[src/rtl/opstk_pkg.sv]
// Package: shared types for the operand stack.
// Holds the single decoded operation that the arbiter hands to every level.
package opstk_pkg;

    localparam int DIGIT_W = 4;

    typedef enum logic [2:0] {
        OP_IDLE = 3'd0,
        OP_CLR  = 3'd1,
        OP_PUSH = 3'd2,
        OP_POP  = 3'd3,
        OP_ROT  = 3'd4,
        OP_LOAD = 3'd5
    } stk_op_e;

endpackage

[src/rtl/opstk_cmd_arb.sv]
// Module: opstk_cmd_arb
// Reduces the raw command strobes to one operation per clock.
// Fixed priority: clear, push, pop, rotate, load.
// Assumes the strobes are synchronous to clk. The output is combinational.
module opstk_cmd_arb
    import opstk_pkg::*;
(
    input  logic    clk,
    input  logic    rst_n,
    input  logic    clr_i,
    input  logic    push_i,
    input  logic    pop_i,
    input  logic    rot_i,
    input  logic    ld_i,
    output stk_op_e op_o
);

    // Pick the single winning operation by priority.
    always_comb begin
        if (clr_i)       op_o = OP_CLR;
        else if (push_i) op_o = OP_PUSH;
        else if (pop_i)  op_o = OP_POP;
        else if (rot_i)  op_o = OP_ROT;
        else if (ld_i)   op_o = OP_LOAD;
        else             op_o = OP_IDLE;
    end

    // a pop is granted only when no higher-priority command is raised
    p_pop_yields_r5: assert property (@(posedge clk) disable iff (!rst_n)
        (op_o == OP_POP) |-> (!clr_i && !push_i));

    // a load is granted only when no stack command is raised
    p_load_last_r5: assert property (@(posedge clk) disable iff (!rst_n)
        (op_o == OP_LOAD) |-> (!clr_i && !push_i && !pop_i && !rot_i));

endmodule

[src/rtl/opstk_level.sv]
// Module: opstk_level
// One word-wide stack level.
// Next value comes from the level below (push), the level above (pop and
// rotate), level 0 (rotate wrap, top level only) or the load port (bottom
// level only).
// Assumes its neighbours are connected by the parent; unused neighbours are tied to zero.
module opstk_level
    import opstk_pkg::*;
#(
    parameter int W         = 56,
    parameter bit IS_BOTTOM = 1'b0,
    parameter bit IS_TOP    = 1'b0
) (
    input  logic         clk,
    input  logic         rst_n,
    input  stk_op_e      op_i,
    input  logic [W-1:0] below_i,
    input  logic [W-1:0] above_i,
    input  logic [W-1:0] wrap_i,
    input  logic [W-1:0] load_i,
    output logic [W-1:0] q_o
);

    logic [W-1:0] nxt;

    // Choose this level's next word for the granted operation.
    always_comb begin
        nxt = q_o;
        case (op_i)
            OP_CLR:  nxt = '0;
            OP_PUSH: nxt = IS_BOTTOM ? q_o : below_i;
            OP_POP:  nxt = (IS_BOTTOM || IS_TOP) ? q_o : above_i;
            OP_ROT:  nxt = IS_TOP ? wrap_i : above_i;
            OP_LOAD: nxt = IS_BOTTOM ? load_i : q_o;
            default: nxt = q_o;
        endcase
    end

    // Hold the word; synchronous active-low reset.
    always_ff @(posedge clk) begin
        if (!rst_n) q_o <= '0;
        else        q_o <= nxt;
    end

    // clear leaves this level at zero
    p_clear_zero_r4: assert property (@(posedge clk) disable iff (!rst_n)
        (op_i == OP_CLR) |=> (q_o == '0));

    // idle leaves this level untouched
    p_idle_hold_r9: assert property (@(posedge clk) disable iff (!rst_n)
        (op_i == OP_IDLE) |=> $stable(q_o));

endmodule

[src/rtl/opstk_pop_port.sv]
// Module: opstk_pop_port
// Drives the word and write strobe toward the external A register.
// Pop delivers D; clear delivers zero. Both pulse the strobe for one cycle.
// Assumes A captures a_o on the edge after a_we_o is seen high.
module opstk_pop_port
    import opstk_pkg::*;
#(
    parameter int W = 56
) (
    input  logic         clk,
    input  logic         rst_n,
    input  stk_op_e      op_i,
    input  logic [W-1:0] d_i,
    output logic [W-1:0] a_o,
    output logic         a_we_o
);

    // Register the outgoing word and its one-cycle strobe.
    always_ff @(posedge clk) begin
        if (!rst_n) begin
            a_o    <= '0;
            a_we_o <= 1'b0;
        end else if (op_i == OP_CLR) begin
            a_o    <= '0;
            a_we_o <= 1'b1;
        end else if (op_i == OP_POP) begin
            a_o    <= d_i;
            a_we_o <= 1'b1;
        end else begin
            a_we_o <= 1'b0;
        end
    end

    // a pop delivers the previous D with the strobe raised
    p_pop_delivers_r2: assert property (@(posedge clk) disable iff (!rst_n)
        (op_i == OP_POP) |=> (a_we_o && a_o == $past(d_i)));

    // without pop or clear the strobe drops and the word holds
    p_quiet_hold_r9: assert property (@(posedge clk) disable iff (!rst_n)
        (op_i != OP_POP && op_i != OP_CLR) |=> (!a_we_o && $stable(a_o)));

endmodule

[src/rtl/bcd_opstack.sv]
// Module: bcd_opstack
// Operand stack of LEVELS words, DIGITS 4-bit digits each.
// Level 0 is the working register C; higher levels are D, E, F.
// Provides push, pop-to-A, rotate-down, clear and load-C, one per clock.
// Assumes LEVELS >= 3, so that bottom, middle and top levels all exist.
module bcd_opstack
    import opstk_pkg::*;
#(
    parameter int DIGITS = 14,
    parameter int LEVELS = 4
) (
    input  logic                          clk,
    input  logic                          rst_n,
    input  logic                          clr_i,
    input  logic                          push_i,
    input  logic                          pop_i,
    input  logic                          rot_i,
    input  logic                          c_ld_i,
    input  logic [DIGITS*DIGIT_W-1:0]     c_din_i,
    output logic [LEVELS*DIGITS*DIGIT_W-1:0] lvl_o,
    output logic [DIGITS*DIGIT_W-1:0]     a_o,
    output logic                          a_we_o
);

    localparam int W   = DIGITS * DIGIT_W;
    localparam int TOP = LEVELS - 1;

    stk_op_e      op;
    logic [W-1:0] lvl     [LEVELS];
    logic [W-1:0] below_w [LEVELS];
    logic [W-1:0] above_w [LEVELS];

    opstk_cmd_arb u_arb (
        .clk    (clk),
        .rst_n  (rst_n),
        .clr_i  (clr_i),
        .push_i (push_i),
        .pop_i  (pop_i),
        .rot_i  (rot_i),
        .ld_i   (c_ld_i),
        .op_o   (op)
    );

    // Build the chain of levels with their neighbour links.
    for (genvar i = 0; i < LEVELS; i++) begin : g_lvl
        if (i == 0) begin : g_bot
            assign below_w[i] = '0;
        end else begin : g_mid_lo
            assign below_w[i] = lvl[i-1];
        end

        if (i == TOP) begin : g_top
            assign above_w[i] = '0;
        end else begin : g_mid_hi
            assign above_w[i] = lvl[i+1];
        end

        opstk_level #(
            .W         (W),
            .IS_BOTTOM (i == 0),
            .IS_TOP    (i == TOP)
        ) u_level (
            .clk     (clk),
            .rst_n   (rst_n),
            .op_i    (op),
            .below_i (below_w[i]),
            .above_i (above_w[i]),
            .wrap_i  (lvl[0]),
            .load_i  (c_din_i),
            .q_o     (lvl[i])
        );

        assign lvl_o[i*W +: W] = lvl[i];
    end

    opstk_pop_port #(.W(W)) u_pop (
        .clk    (clk),
        .rst_n  (rst_n),
        .op_i   (op),
        .d_i    (lvl[1]),
        .a_o    (a_o),
        .a_we_o (a_we_o)
    );

    // push copies C into D and leaves C unchanged
    p_push_copy_r1: assert property (@(posedge clk) disable iff (!rst_n)
        (op == OP_PUSH) |=> (lvl[1] == $past(lvl[0]) && lvl[0] == $past(lvl[0])
                              && lvl[TOP] == $past(lvl[TOP-1])));

    // pop keeps C and duplicates the top entry
    p_pop_dup_r2: assert property (@(posedge clk) disable iff (!rst_n)
        (op == OP_POP) |=> (lvl[0] == $past(lvl[0]) && lvl[TOP] == $past(lvl[TOP])
                             && lvl[TOP-1] == $past(lvl[TOP])));

    // rotate-down wraps the old C into the top level
    p_rot_wrap_r3: assert property (@(posedge clk) disable iff (!rst_n)
        (op == OP_ROT) |=> (lvl[0] == $past(lvl[1]) && lvl[TOP] == $past(lvl[0])));

    // a load touches C only
    p_load_c_only_r6: assert property (@(posedge clk) disable iff (!rst_n)
        (op == OP_LOAD) |=> (lvl[0] == $past(c_din_i) && lvl[1] == $past(lvl[1])));

endmodule

[config.mk]
export PLATFORM = sky130hd
export DESIGN_NAME = bcd_opstack
export DESIGN_NICKNAME = d
export VERILOG_FILES = /design/src/rtl/opstk_pkg.sv /design/src/rtl/opstk_cmd_arb.sv /design/src/rtl/opstk_level.sv /design/src/rtl/opstk_pop_port.sv /design/src/rtl/bcd_opstack.sv
export SDC_FILE = /design/constraint.sdc
export NUM_CORES = 1
export LEC_CHECK = 0
export BUFFER_PORTS_ARGS = -buffer_cell sky130_fd_sc_hd__buf_4
export CORE_MARGIN = 1.5
export CORE_UTILIZATION = 52
export DETAILED_ROUTE_END_ITERATION = 6
export PLACE_DENSITY = 0.8
export SLEW_MARGIN = 20
export SYNTH_ARGS = -nofsm -noshare
export SYNTH_HDL_FRONTEND = slang
export SYNTH_SLANG_ARGS = --single-unit
[constraint.sdc]
create_clock -name clk -period 1.85 [get_ports clk]
set_clock_uncertainty 0.15 [all_clocks]
set_input_delay 0.2775 -clock clk [delete_from_list [all_inputs] [get_ports clk]]
set_output_delay 0.2775 -clock clk [all_outputs]
set_load 0.02 [all_outputs]
=== Word-level counts from Yosys, hierarchy flattened ===
Index checks and enable logic that the tools add are counted.

* Bits in registers: 281
* Bits of input ports: 63
* Output and inout port bits: 281

* Eq/ne operators: 5
* Mux-type cells: 11
* Bitwise gates (word level): 1
* Reduce and logical (&&, ||, !) cells: 5

{| class="wikitable"
|+ Operators with widths
! kind !! count
|-
| 56-bit case mux with 3 select lines || 4
|-
| 3-bit 2-to-1 mux || 5
|-
| 3-bit nonzero test || 3
|-
| 3-bit by 2-bit == test with 1-bit output, second input constant || 2
|-
| 3-bit == test, second input constant || 2
|-
| 2-bit OR reduction || 2
|-
| 3-bit by 1-bit == test with 1-bit output, second input constant || 1
|-
| 1-bit 2-to-1 mux || 2
|-
| 1-bit inverter || 1
|}

=== Longest topological paths before layout ===
* Word-level depth: 8
* Depth in mapped cells: 8
* Mapped depth without buffers: 4

=== Modules after synthesis ===
Synthesis repeated with hierarchy kept, for this count alone.

* Cell total of the unflattened synthesis: 1,750
* Area total of the unflattened synthesis: 15,328.5 um^2

{| class="wikitable"
|+ Modules (own cells, without submodules)
! module !! times used !! cells an instance !! area each (um^2) !! seq. area each (um^2)
|-
| opstk_level at g_lvl[1].u_level ... || 2 || 425 || 3,736.1 || 1,121.1
|-
| opstk_level at g_lvl[0].u_level || 1 || 319 || 2,822.7 || 1,121.1
|-
| opstk_level at g_lvl[3].u_level || 1 || 321 || 2,786.4 || 1,121.1
|-
| opstk_pop_port || 1 || 252 || 2,205.9 || 1,141.1
|-
| opstk_cmd_arb || 1 || 7 || 37.5 || 0.0
|-
| bcd_opstack || 1 || 1 || 3.8 || 0.0
|}

=== Least setup slack after synthesis ===
Ideal clock, no wire load.

* Kind: input port to flip-flop
* Start point: input port rot_i
* End point: register g_lvl[0].u_level.q_o[10]
* Library setup time: 0.119 ns
* Data arrival time: 1.333 ns
* Setup slack: 0.248 ns
* Cell stages on the path: 7
* Path through: buf_4 or2_1 and2_1 nand2b_1 clkbuf_1 buf_2 o2bb2ai_1

* Word-level cells in the longest chain between the ends: 6
* Elaborated cells on any way between the ends: 9
* Those cells by class: eq/ne: 3; mux: 5; reduce/logical: 1

{| class="wikitable"
|+ Ends and longest elaborated chain
! item !! RTL line !! RTL
|-
| from (decl) || bcd_opstack.sv:17 || <nowiki>input logic rot_i,</nowiki>
|-
| 3-bit 2-to-1 mux (*) || opstk_cmd_arb.sv:23 || <nowiki>else if (rot_i) op_o = OP_ROT;</nowiki>
|-
| 3-bit 2-to-1 mux (*) || opstk_cmd_arb.sv:22 || <nowiki>else if (pop_i) op_o = OP_POP;</nowiki>
|-
| 3-bit 2-to-1 mux (*) || opstk_cmd_arb.sv:21 || <nowiki>else if (push_i) op_o = OP_PUSH;</nowiki>
|-
| 3-bit 2-to-1 mux (*) || opstk_cmd_arb.sv:20 || <nowiki>if (clr_i) op_o = OP_CLR;</nowiki>
|-
| 3-bit == test or 3-bit by 1-bit == test with 1-bit output (tied branches) || opstk_level.sv:29 || <nowiki>case (op_i)</nowiki>
|-
| 56-bit case mux with 3 select lines or 3-bit nonzero test (tied branches) || -- ||
|-
| to (signal assigned) || opstk_level.sv:42 || <nowiki>else q_o <= nxt;</nowiki>
|-
| to (decl) || opstk_level.sv:21 || <nowiki>output logic [W-1:0] q_o</nowiki>
|}

Mark *: on every way between the ends. The rest lies on a longest branch, timed or not.
A chain may end at the register's enable or synchronous reset.

=== Final worst setup path ===
* Start point: register g_lvl[1].u_level.q_o[20]
* End point: output port lvl_o[76]

{| class="wikitable"
|+ RTL lines
! item !! RTL line !! RTL
|-
| from (decl) || opstk_level.sv:21 ||
|-
| from (signal assigned) || opstk_level.sv:42 ||
|-
| to (decl) || bcd_opstack.sv:20 || <nowiki>output logic [LEVELS*DIGITS*DIGIT_W-1:0] lvl_o,</nowiki>
|}

No word-level cell between the ends.

==> results.toml <==
[outcome]
status = "complete, no violations"

[grt]
grt_pass1_wl_mm = 60.9
overflow = 0
grt_max_degree = 96
grt_pass1_vias = 11100
globalRouteMet2Util_pct = 50.0
grt_use_met3_pct = 6.13
use_met1_pct = 41.3
grt_usage_pct = 31.3
antenna_found_initial = 1
grt.busiest_layer = "met2"

[synth]
ys_ff_latch = 281
synth_nets = 1330
ys_warn_count = 0
synthCells = 1267
synth_area_um2 = 12000
ys_types = 29
syn_avg_cell_area_um2 = 9.47
yosysSeqAreaShare_pct = 46.9

[setup_path]
path_delay_family = "flip-flops"
arrival_ns = 1.27
critPathMaxStageDelay_ns = 0.53
crit_fanout = 6
crit_slowest_cell = "dfxtp_1"
worst-path-buf-inv = 1
startpoint_type = "register"
setup.worst_path.class = "register to primary output"
crit_chain = "buf_4"
endpoint_kind = "primary output"
required_ns = 1.42

[route]
via_per_inst = 6.04
drt-pass1-iter-count = 5
drcViolationCount = 0
vias = 11600
wire_per_inst_um = 20.5
drt_wl_total_mm = 39.2
dr.first_iter.drc_count = 865
ant_nets = 0

[sta]
hold_viol = 0
setup_tns_ns = 0
fin_crit_ns = 1.70
holdWs_ns = 0.0284
fin_ws_ns = 0.154
finalCritPeriodShare_pct = 91.7
drv_slew = 0
worst_pin_slew_ns = 0.723
relSlewSlack_pct = 51.7
setup_viol = 0
rsz0062_at_grt = "false"
clock.fmax_mhz = 590

[placement]
dp_hpwl_mm = 24.6
io_buffers = 343
gp_congestion = 0.842
pre_cts_slack_ns = 0.0366
post-place-cells = 1804
postPlaceCellArea_um2 = 14900

[clocking]
cts_resized = 0
h-tree-depth = 1
cts_made_buffers = 29
cts_tree = "yes"
clockBufferDepth = 3
cts_root_buffer = "clkbuf_16"
clock_latency_ns = 0.54
clkSlewWorstSetupHoldPaths_ns = 0.06
cts.sinks = 281

[min_path]
hold_class = "primary input to register"

[die]
rows = 55
die_w_um = 155
start_util_pct = 53.0
die-area_um2 = 24000
io_pins = 344
core_region_area_um2 = 22600
die_y_um = 155

[cells_and_area]
finalInstanceArea_um2 = 16500
final_util_pct = 73.0
instances_no_fill = 1914
nets = 1669
area_growth_pct = 37.8
drive_gt1_share_pct = 34.3

[pwr]
irDropWorstVdd_uv = 669
pwr_density_cell_nw_per_um2 = 879
power_mw = 14.5
p_leak_nw = 6.63

[run]
drv_cap = 0
==> final timing paths <==
| kind | from | end | slack [ns] | depth (start not counted) |
|---|---|---|---|---|
| setup / recovery | g_lvl[1].u_level.q_o[20] | lvl_o[76] | 0.15 | 1 |
| hold / removal | c_din_i[53] | g_lvl[0].u_level.q_o[53] | 0.03 | 4 |
| setup reg to reg | g_lvl[1].u_level.q_o[2] | g_lvl[0].u_level.q_o[2] | 0.61 | 3 |
| hold reg to reg | u_pop.a_o[54] | u_pop.a_o[54] | 0.30 | 2 |
==> power breakdown <==
group	switching (mW)	total (mW)	internal, mW
Combinational	0.988	1.78	0.796
Clock	2.40	6.29	3.88
Sequential	0.228	6.46	6.23
==> synth_stat cells (all sizes together) <==
library cell	n	share of area (%)
or3	1	0.052
nor2	4	0.17
o21bai	1	0.063
nor3	1	0.14
or2	1	0.052
a21oi	225	9.4
buf	67	3.2
o2bb2ai	33	2.4
o21a	1	0.063
o221a	168	16
a221oi	33	4.0
inv	169	5.3
nand2	114	3.6
nand2b	2	0.10
and2	3	0.16
o21ai	1	0.042
nor2b	24	1.3
a22o	56	4.1
clkbuf	59	1.8
a22oi	23	1.4
dfxtp	281	47
==> layer usage <==
| metal | wire, um | vias up |
|---|---|---|
| met5 | 0 | - |
| met1 | 16200 | 5557 |
| li1 | - | 5307 |
| met3 | 3190 | 102 |
| met4 | 1590 | 0 |
| met2 | 18200 | 585 |
==> sequential cells by signal, indices dropped and copies added (netlist names) <==
register	cells
u_pop.a_we_o	1
u_pop.a_o	56
g_lvl.u_level.q_o	224
==> cells in the final DEF, fill, tap and decap left out, types with 5 or more instances in the layout <==
cell type / n
buf_4: 354
dfxtp_1: 281
a21oi_1: 224
inv_1: 168
nand2_1: 112
o221a_2: 89
o221a_1: 79
a22o_1: 56
dlygate4sd3_1: 56
o2bb2ai_1: 33
a221oi_2: 30
clkbuf_16: 29
a22oi_1: 23
nor2b_1: 23
buf_12: 23
clkbuf_8: 8
clkbuf_1: 6
clkinv_2: 5
bufinv_16: 5
==> repair_timing <==
item                      4_1_cts  5_1_grt
hold endpoints to repair       56        0
hold buffers                   56        0
buffers inserted                0        0
==> area by class of cell <==
type / instances / area, um2
fillers: 1606 / 6110
flip-flops and latches: 281 / 5630
multi-input cells: 691 / 5180
repair buffers: 434 / 3690
clock buffers: 43 / 858
inverters: 169 / 634
well taps: 285 / 357
clock inverters: 10 / 175
diodes: 1 / 2.50
==> cells by family (layout without fill, tap and decap cells) <==
| kind of cell | Yosys count | in the layout | synth area share [%] |
|---|---|---|---|
| buf+inv | 295 | 656 | 10.4 |
| simple gates | 150 | 150 | 5.49 |
| flops | 281 | 281 | 46.9 |
| other cells | 0 | 1 | 0 |
| compound gates | 541 | 541 | 37.3 |
Note: power is estimated with default switching activity, not from simulation.
